$ cat config.mk
export PLATFORM = sky130hd
export DESIGN_NAME = mmio_bridge
export DESIGN_NICKNAME = d
export VERILOG_FILES = /design/src/rtl/mmio_pkg.sv /design/src/rtl/mmio_decode.sv /design/src/rtl/mmio_ram.sv /design/src/rtl/mmio_datapath.sv /design/src/rtl/mmio_bridge.sv
export SDC_FILE = /design/constraint.sdc
export NUM_CORES = 2
export LEC_CHECK = 0
export BUFFER_PORTS_ARGS = -buffer_cell sky130_fd_sc_hd__buf_2
export CORE_AREA = 2 2 456 458
export CTS_CLUSTER_DIAMETER = 120
export DETAILED_ROUTE_END_ITERATION = 7
export DIE_AREA = 0 0 458 460
export GPL_TIMING_DRIVEN = 0
export HOLD_SLACK_MARGIN = 0.05
export PLACE_DENSITY = 0.63
export SYNTH_ARGS = -nofsm -noshare
export SYNTH_HDL_FRONTEND = slang
export SYNTH_HIERARCHICAL = 1
export SYNTH_SLANG_ARGS = --single-unit
$ cat constraint.sdc
create_clock -name clk -period 8.35 [get_ports clk]
set_clock_uncertainty 0.1 [all_clocks]
set_input_delay 0.4175 -clock clk [delete_from_list [all_inputs] [get_ports clk]]
set_output_delay 0.4175 -clock clk [all_outputs]
set_load 0.01 [all_outputs]
$ cat src/rtl/mmio_pkg.sv
package mmio_pkg;

  // Read source code: bit patterns are what the read mux decodes.
  typedef enum logic [1:0] {
    SEL_MEM  = 2'b00,
    SEL_DEV1 = 2'b01,
    SEL_DEV2 = 2'b10
  } rdSel_e;

  // Strobes from the decoder into the datapath.
  typedef struct packed {
    logic   wrMem;
    logic   wrDev1;
    logic   wrDev2;
    rdSel_e rdSel;
  } mmioStrobe_t;

endpackage

$ cat src/rtl/mmio_decode.sv
module mmio_decode
  import mmio_pkg::*;
#(
  parameter int unsigned          ADDR_W    = 32,
  parameter logic [ADDR_W-1:0]    DEV1_ADDR = 32'hFFFF_FFF4,
  parameter logic [ADDR_W-1:0]    DEV2_ADDR = 32'hFFFF_FFF8
) (
  input  logic              clk,
  input  logic              rstN,
  input  logic [ADDR_W-1:0] addr,
  input  logic              memWrite,
  output mmioStrobe_t       strobe
);

  localparam int unsigned WORD_W = ADDR_W - 2;

  logic [WORD_W-1:0] wordAddr;
  logic              hitDev1;
  logic              hitDev2;

  assign wordAddr = addr[ADDR_W-1:2];
  assign hitDev1  = (wordAddr == DEV1_ADDR[ADDR_W-1:2]);
  assign hitDev2  = (wordAddr == DEV2_ADDR[ADDR_W-1:2]);

  always_comb begin
    strobe        = '0;
    strobe.wrDev1 = memWrite & hitDev1;
    strobe.wrDev2 = memWrite & hitDev2;
    strobe.wrMem  = memWrite & ~hitDev1 & ~hitDev2;
    if (hitDev1)      strobe.rdSel = SEL_DEV1;
    else if (hitDev2) strobe.rdSel = SEL_DEV2;
    else              strobe.rdSel = SEL_MEM;
  end

  // never more than one write target per cycle
  p_one_target_r5: assert property (@(posedge clk) disable iff (!rstN)
    $onehot0({strobe.wrMem, strobe.wrDev1, strobe.wrDev2}));

  // a device read source never coincides with a RAM write
  p_dev_no_mem_r4: assert property (@(posedge clk) disable iff (!rstN)
    (strobe.rdSel != SEL_MEM) |-> !strobe.wrMem);

endmodule

$ cat src/rtl/mmio_ram.sv
module mmio_ram #(
  parameter int unsigned ADDR_W = 32,
  parameter int unsigned DATA_W = 32,
  parameter int unsigned DEPTH  = 64
) (
  input  logic              clk,
  input  logic              we,
  input  logic [ADDR_W-1:0] addr,
  input  logic [DATA_W-1:0] wdata,
  output logic [DATA_W-1:0] rdata
);

  localparam int unsigned IDX_W = $clog2(DEPTH);

  logic [DATA_W-1:0] mem [DEPTH];
  logic [IDX_W-1:0]  idx;

  assign idx   = addr[IDX_W+1:2];
  assign rdata = mem[idx];

  always_ff @(posedge clk) begin
    if (we) mem[idx] <= wdata;
  end

endmodule

$ cat src/rtl/mmio_datapath.sv
module mmio_datapath
  import mmio_pkg::*;
#(
  parameter int unsigned ADDR_W    = 32,
  parameter int unsigned DATA_W    = 32,
  parameter int unsigned RAM_DEPTH = 64
) (
  input  logic              clk,
  input  logic              rstN,
  input  logic [ADDR_W-1:0] addr,
  input  logic [DATA_W-1:0] writeData,
  input  mmioStrobe_t       strobe,
  output logic [DATA_W-1:0] readData,
  output logic [DATA_W-1:0] dev1Out,
  output logic [DATA_W-1:0] dev2Out
);

  localparam int unsigned NUM_DEV = 2;

  logic [NUM_DEV-1:0] devWe;
  logic [DATA_W-1:0]  devReg [NUM_DEV];
  logic [DATA_W-1:0]  memRdata;

  assign devWe = {strobe.wrDev2, strobe.wrDev1};

  mmio_ram #(
    .ADDR_W (ADDR_W),
    .DATA_W (DATA_W),
    .DEPTH  (RAM_DEPTH)
  ) ram (
    .clk   (clk),
    .we    (strobe.wrMem),
    .addr  (addr),
    .wdata (writeData),
    .rdata (memRdata)
  );

  for (genvar d = 0; d < NUM_DEV; d++) begin : g_dev
    always_ff @(posedge clk or negedge rstN) begin
      if (!rstN)         devReg[d] <= '0;
      else if (devWe[d]) devReg[d] <= writeData;
    end

    // an enabled store lands in the register one edge later
    p_dev_capture_r1_r2: assert property (@(posedge clk) disable iff (!rstN)
      devWe[d] |=> (devReg[d] == $past(writeData)));

    // without its own enable a register keeps its value
    p_dev_hold_r8: assert property (@(posedge clk) disable iff (!rstN)
      !devWe[d] |=> $stable(devReg[d]));

    // reset leaves the register cleared
    p_dev_reset_r7: assert property (@(posedge clk)
      !rstN |=> (devReg[d] == '0));
  end

  assign dev1Out = devReg[0];
  assign dev2Out = devReg[1];

  always_comb begin
    unique case (strobe.rdSel)
      SEL_DEV1: readData = devReg[0];
      SEL_DEV2: readData = devReg[1];
      SEL_MEM:  readData = memRdata;
      default:  readData = '0;
    endcase
  end

  // the source code is always one of the three legal values
  p_sel_legal_r6: assert property (@(posedge clk) disable iff (!rstN)
    strobe.rdSel != 2'b11);

endmodule

$ cat src/rtl/mmio_bridge.sv
module mmio_bridge
  import mmio_pkg::*;
#(
  parameter int unsigned       ADDR_W    = 32,
  parameter int unsigned       DATA_W    = 32,
  parameter int unsigned       RAM_DEPTH = 64,
  parameter logic [ADDR_W-1:0] DEV1_ADDR = 32'hFFFF_FFF4,
  parameter logic [ADDR_W-1:0] DEV2_ADDR = 32'hFFFF_FFF8
) (
  input  logic              clk,
  input  logic              rstN,
  input  logic [ADDR_W-1:0] addr,
  input  logic              memWrite,
  input  logic [DATA_W-1:0] writeData,
  output logic [DATA_W-1:0] readData,
  output logic [DATA_W-1:0] dev1Out,
  output logic [DATA_W-1:0] dev2Out
);

  mmioStrobe_t strobe;

  mmio_decode #(
    .ADDR_W    (ADDR_W),
    .DEV1_ADDR (DEV1_ADDR),
    .DEV2_ADDR (DEV2_ADDR)
  ) decode (
    .clk      (clk),
    .rstN     (rstN),
    .addr     (addr),
    .memWrite (memWrite),
    .strobe   (strobe)
  );

  mmio_datapath #(
    .ADDR_W    (ADDR_W),
    .DATA_W    (DATA_W),
    .RAM_DEPTH (RAM_DEPTH)
  ) datapath (
    .clk       (clk),
    .rstN      (rstN),
    .addr      (addr),
    .writeData (writeData),
    .strobe    (strobe),
    .readData  (readData),
    .dev1Out   (dev1Out),
    .dev2Out   (dev2Out)
  );

  // with the strobe low neither device register moves
  p_idle_quiet_r5: assert property (@(posedge clk) disable iff (!rstN)
    !memWrite |=> ($stable(dev1Out) && $stable(dev2Out)));

endmodule

==> impl_results.md <==
- Final period util: 81.7%
- Worst path most repeated cell: buf_2
- Die area: 211000 um2
- # nets final: 4947
- Critical Path AT: 6.31 ns
- CTS tree: done
- CP Max Fanout: 10
- Hold Vio Cnt, Final: 0
- Multi-input gate area: 17800 um2
- Synth warn: 6
- Mapped Cells: 4439
- Setup crit start: addr[2]
- Hold Path Stages: 1
- Final setup TNS: 0 ns
- Reg2reg setup slack: 7.37 ns
- Hold Path End: datapath/ram/mem[21][25]$_DFFE_PP_
- Synth top area share: 75.0%
- WS Path Type: in -> out
- Relative slew slack: 2.90%
- Seq cells post-synth: 2112
- Total gr overflow: 0
- I/O Pins: 163
- Synth Flop Type: edfxtp_1
- Worst skew pair latency: 0.83 ns
- # DRC: 0
- Grt met2 use: 36.4%
- Worst R2R End: datapath/dev2Out[24]$_DFFE_PN0P_
- Core area: 206000 um2
- Peak Freq: 147 MHz
- Library cells used by synthesis: 65
- Register area: 63100 um2
- Status: completed
- Hold_sp: writeData[25]
- Cell with the most instances after synthesis: edfxtp_1
- Max-cap check violation count: 0
- Clock-pin slew of the registers on the worst-case setup and hold paths: 0.06 ns
- PostCTS Resize Cnt: 0
- Worst-Margin Slew: 1.46 ns
- DR iter-0 viols: 7851
- Pleak: 31.0 nW
- Tmin final: 6.83 ns
- GRT Overall Usage: 23.4%
- First-pass GRT wire length: 348000 um
- DP HPWL: 167000 um
- Leading area contributor after synthesis: edfxtp_1
- Die width: 458 um
- CP Launch Type: input port
- DRT antenna net count: 0
- Port-buffer cells: 160
- Sequential-to-total area share from yosys stat: 76.9%
- Htree depth: 4
- Routed via count: 47200
- GRT met3 Usage: 5.43%
- Hold-fix buffers, CTS: 2
- Clk sink count: 2112
- Largest net degree at the start of global routing: 67
- Area Growth Syn to Fin: 15.8%
- HP Class: in -> reg
- DR WL/cell: 32.4 um
- Number of enable flip-flop cells after synthesis: 2048
- Synth cell count leaders: edfxtp_1, mux2i_1, a22oi_1
- Postcts setup bufs: 0
- Detail-routed via count per cell: 6.08
- PD cells: 233 nW/um2
- Worst VDD drop: 0.000227 V
- Worst R2R Start: datapath/dev2Out[24]$_DFFE_PN0P_
- Met1 usage in global routing: 30.9%
- Fillers: 17200
- Max incr delay on CP: 0.95 ns
- Num rows: 167
- Top cells by area, synth: edfxtp_1, mux2i_1, mux4_2
- Critical path capture point type: output port
- Pre-CTS setup slack: 1.64 ns
- Required @ worst endpoint: 7.83 ns
- Slew Limit Fails: 0
- Final WL: 252000 um
- R2R cell count: 1
- Core occupancy in the finished layout: 46.1%
- Post-synthesis cell area: 82000 um2
- DR pass1 iterations: 8
- Setup violators final: 0
- Initial antenna violation count: 13
- GP Congestion: 0.953
- Crit-path cells: buf_2 > buf_6 > buf_12 > buf_6 > buf_2 > buf_4 > buf_2 > buf_2 > buf_2 > mux2i_1 > nor2_1 > a2111oi_0 > nand3_1 > mux2i_1 > o2bb2ai_2 > buf_2
- Syn nets: 4506
- Clock root buffer: clkbuf_16
- Initial Util: 39.8%
- Worst setup margin: 1.52 ns
- Busiest metal layer after global routing: met2
- TritonCTS Buffers: 203
- RSZ-0062 raised after global routing: no
- Share of post-route cells with drive strength above 1: 20.7%
- Die Ht: 460 um
- Asr flop ratio synth: 3.03%
- Mean area per synthesized cell: 18.5 um2
- Vias in the first global route: 45200
- CTS max path bufs: 3
- Slowest cell on the critical path: a2111oi_0
## layout by cell type, fill, tap and decap left out, drive strengths merged, types with 9 or more instances in the layout
cell type	count
edfxtp	2048
clkbuf	419
buf	378
mux2i	291
mux2	211
a22oi	188
a221oi	175
nor2	145
a21oi	121
clkinv	98
mux4	96
o22ai	93
and3	85
o21ai	85
o22a	70
a22o	66
dfrtp	64
nand3	55
o2bb2ai	47
a31oi	43
nand2	28
nor3	24
bufinv	18
nand2b	18
a211oi	17
a222oi	16
or4	16
a221o	15
nor4	15
a2111oi	15
or4b	14
nand4	10
nor2b	9
## routing by layer
metal / share of wire, % / wire (um)
met2: 46 / 116000
met4: 5.6 / 14100
met1: 38 / 94700
met5: 0.015 / 38
met3: 11 / 27100
## layout make-up
type / count / share of cell area (%)
diodes: 8 / 0.0211
plain buffers: 319 / 1.65
clock buffers: 248 / 5.74
clock inverters: 129 / 1.15
inverters: 3 / 0.0119
multi-input cells: 2005 / 18.8
flip-flops and latches: 2112 / 66.4
well taps: 2704 / 3.56
repair buffers: 236 / 2.65
## worst max-delay path by stage
stage,cells after the start,end,slack (ns)
6_report,16,readData[10],1.52
5_1_grt,16,readData[10],1.45
4_1_cts,16,readData[6],1.64
3_5_place_dp,16,readData[6],1.64
3_3_place_gp,9,datapath/ram/mem[31][11]$_DFFE_PP_,1.14
2_1_floorplan,8,datapath/ram/mem[15][0]$_DFFE_PP_,4.59
## cells by family after synthesis
| kind of cell | share of synthesized area (%) |
|---|---|
| AOI/OAI and AO/OA | 8.92 |
| xor gates and xnor gates | 0.0107 |
| buffers and inverters | 1.93 |
| DFF | 76.9 |
| muxes | 9.36 |
| and+or+nand+nor | 2.85 |
## flip-flops by register name, summed over array words and instances, names as in the netlist
register / count
datapath/ram/mem: 2048
datapath/dev1Out: 32
datapath/dev2Out: 32
## report_power, final
group	total, mW	internal [mW]	leakage [nW]	switching [mW]
Clock	9.08	5.17	3.21	3.91
Sequential	11.7	11.7	19.3	0.0154
Combinational	1.34	0.376	8.45	0.969
Total	22.1	17.2	31.0	4.89
## stage by stage
stage	cell area [um2]	instances	power [mW]	hold slack, ns
global placement	86200	7303	13.2	0.405
detailed placement	88300	7372	13.3	0.424
floorplan	82000	4439	12.5	0.0219
finish	95000	7764	22.1	0.0724
global route	95000	7756	22.7	0.0865
CTS	94900	7751	22.2	0.0526
## critical path: cells and delay by family
kind                   cells  cell delay [ns]
AOI/OAI and AO/OA          2             1.04
buffers and inverters     10             3.30
muxes                      2             0.72
and+or+nand+nor            2             0.77
Note: power is estimated with default switching activity, not from simulation.
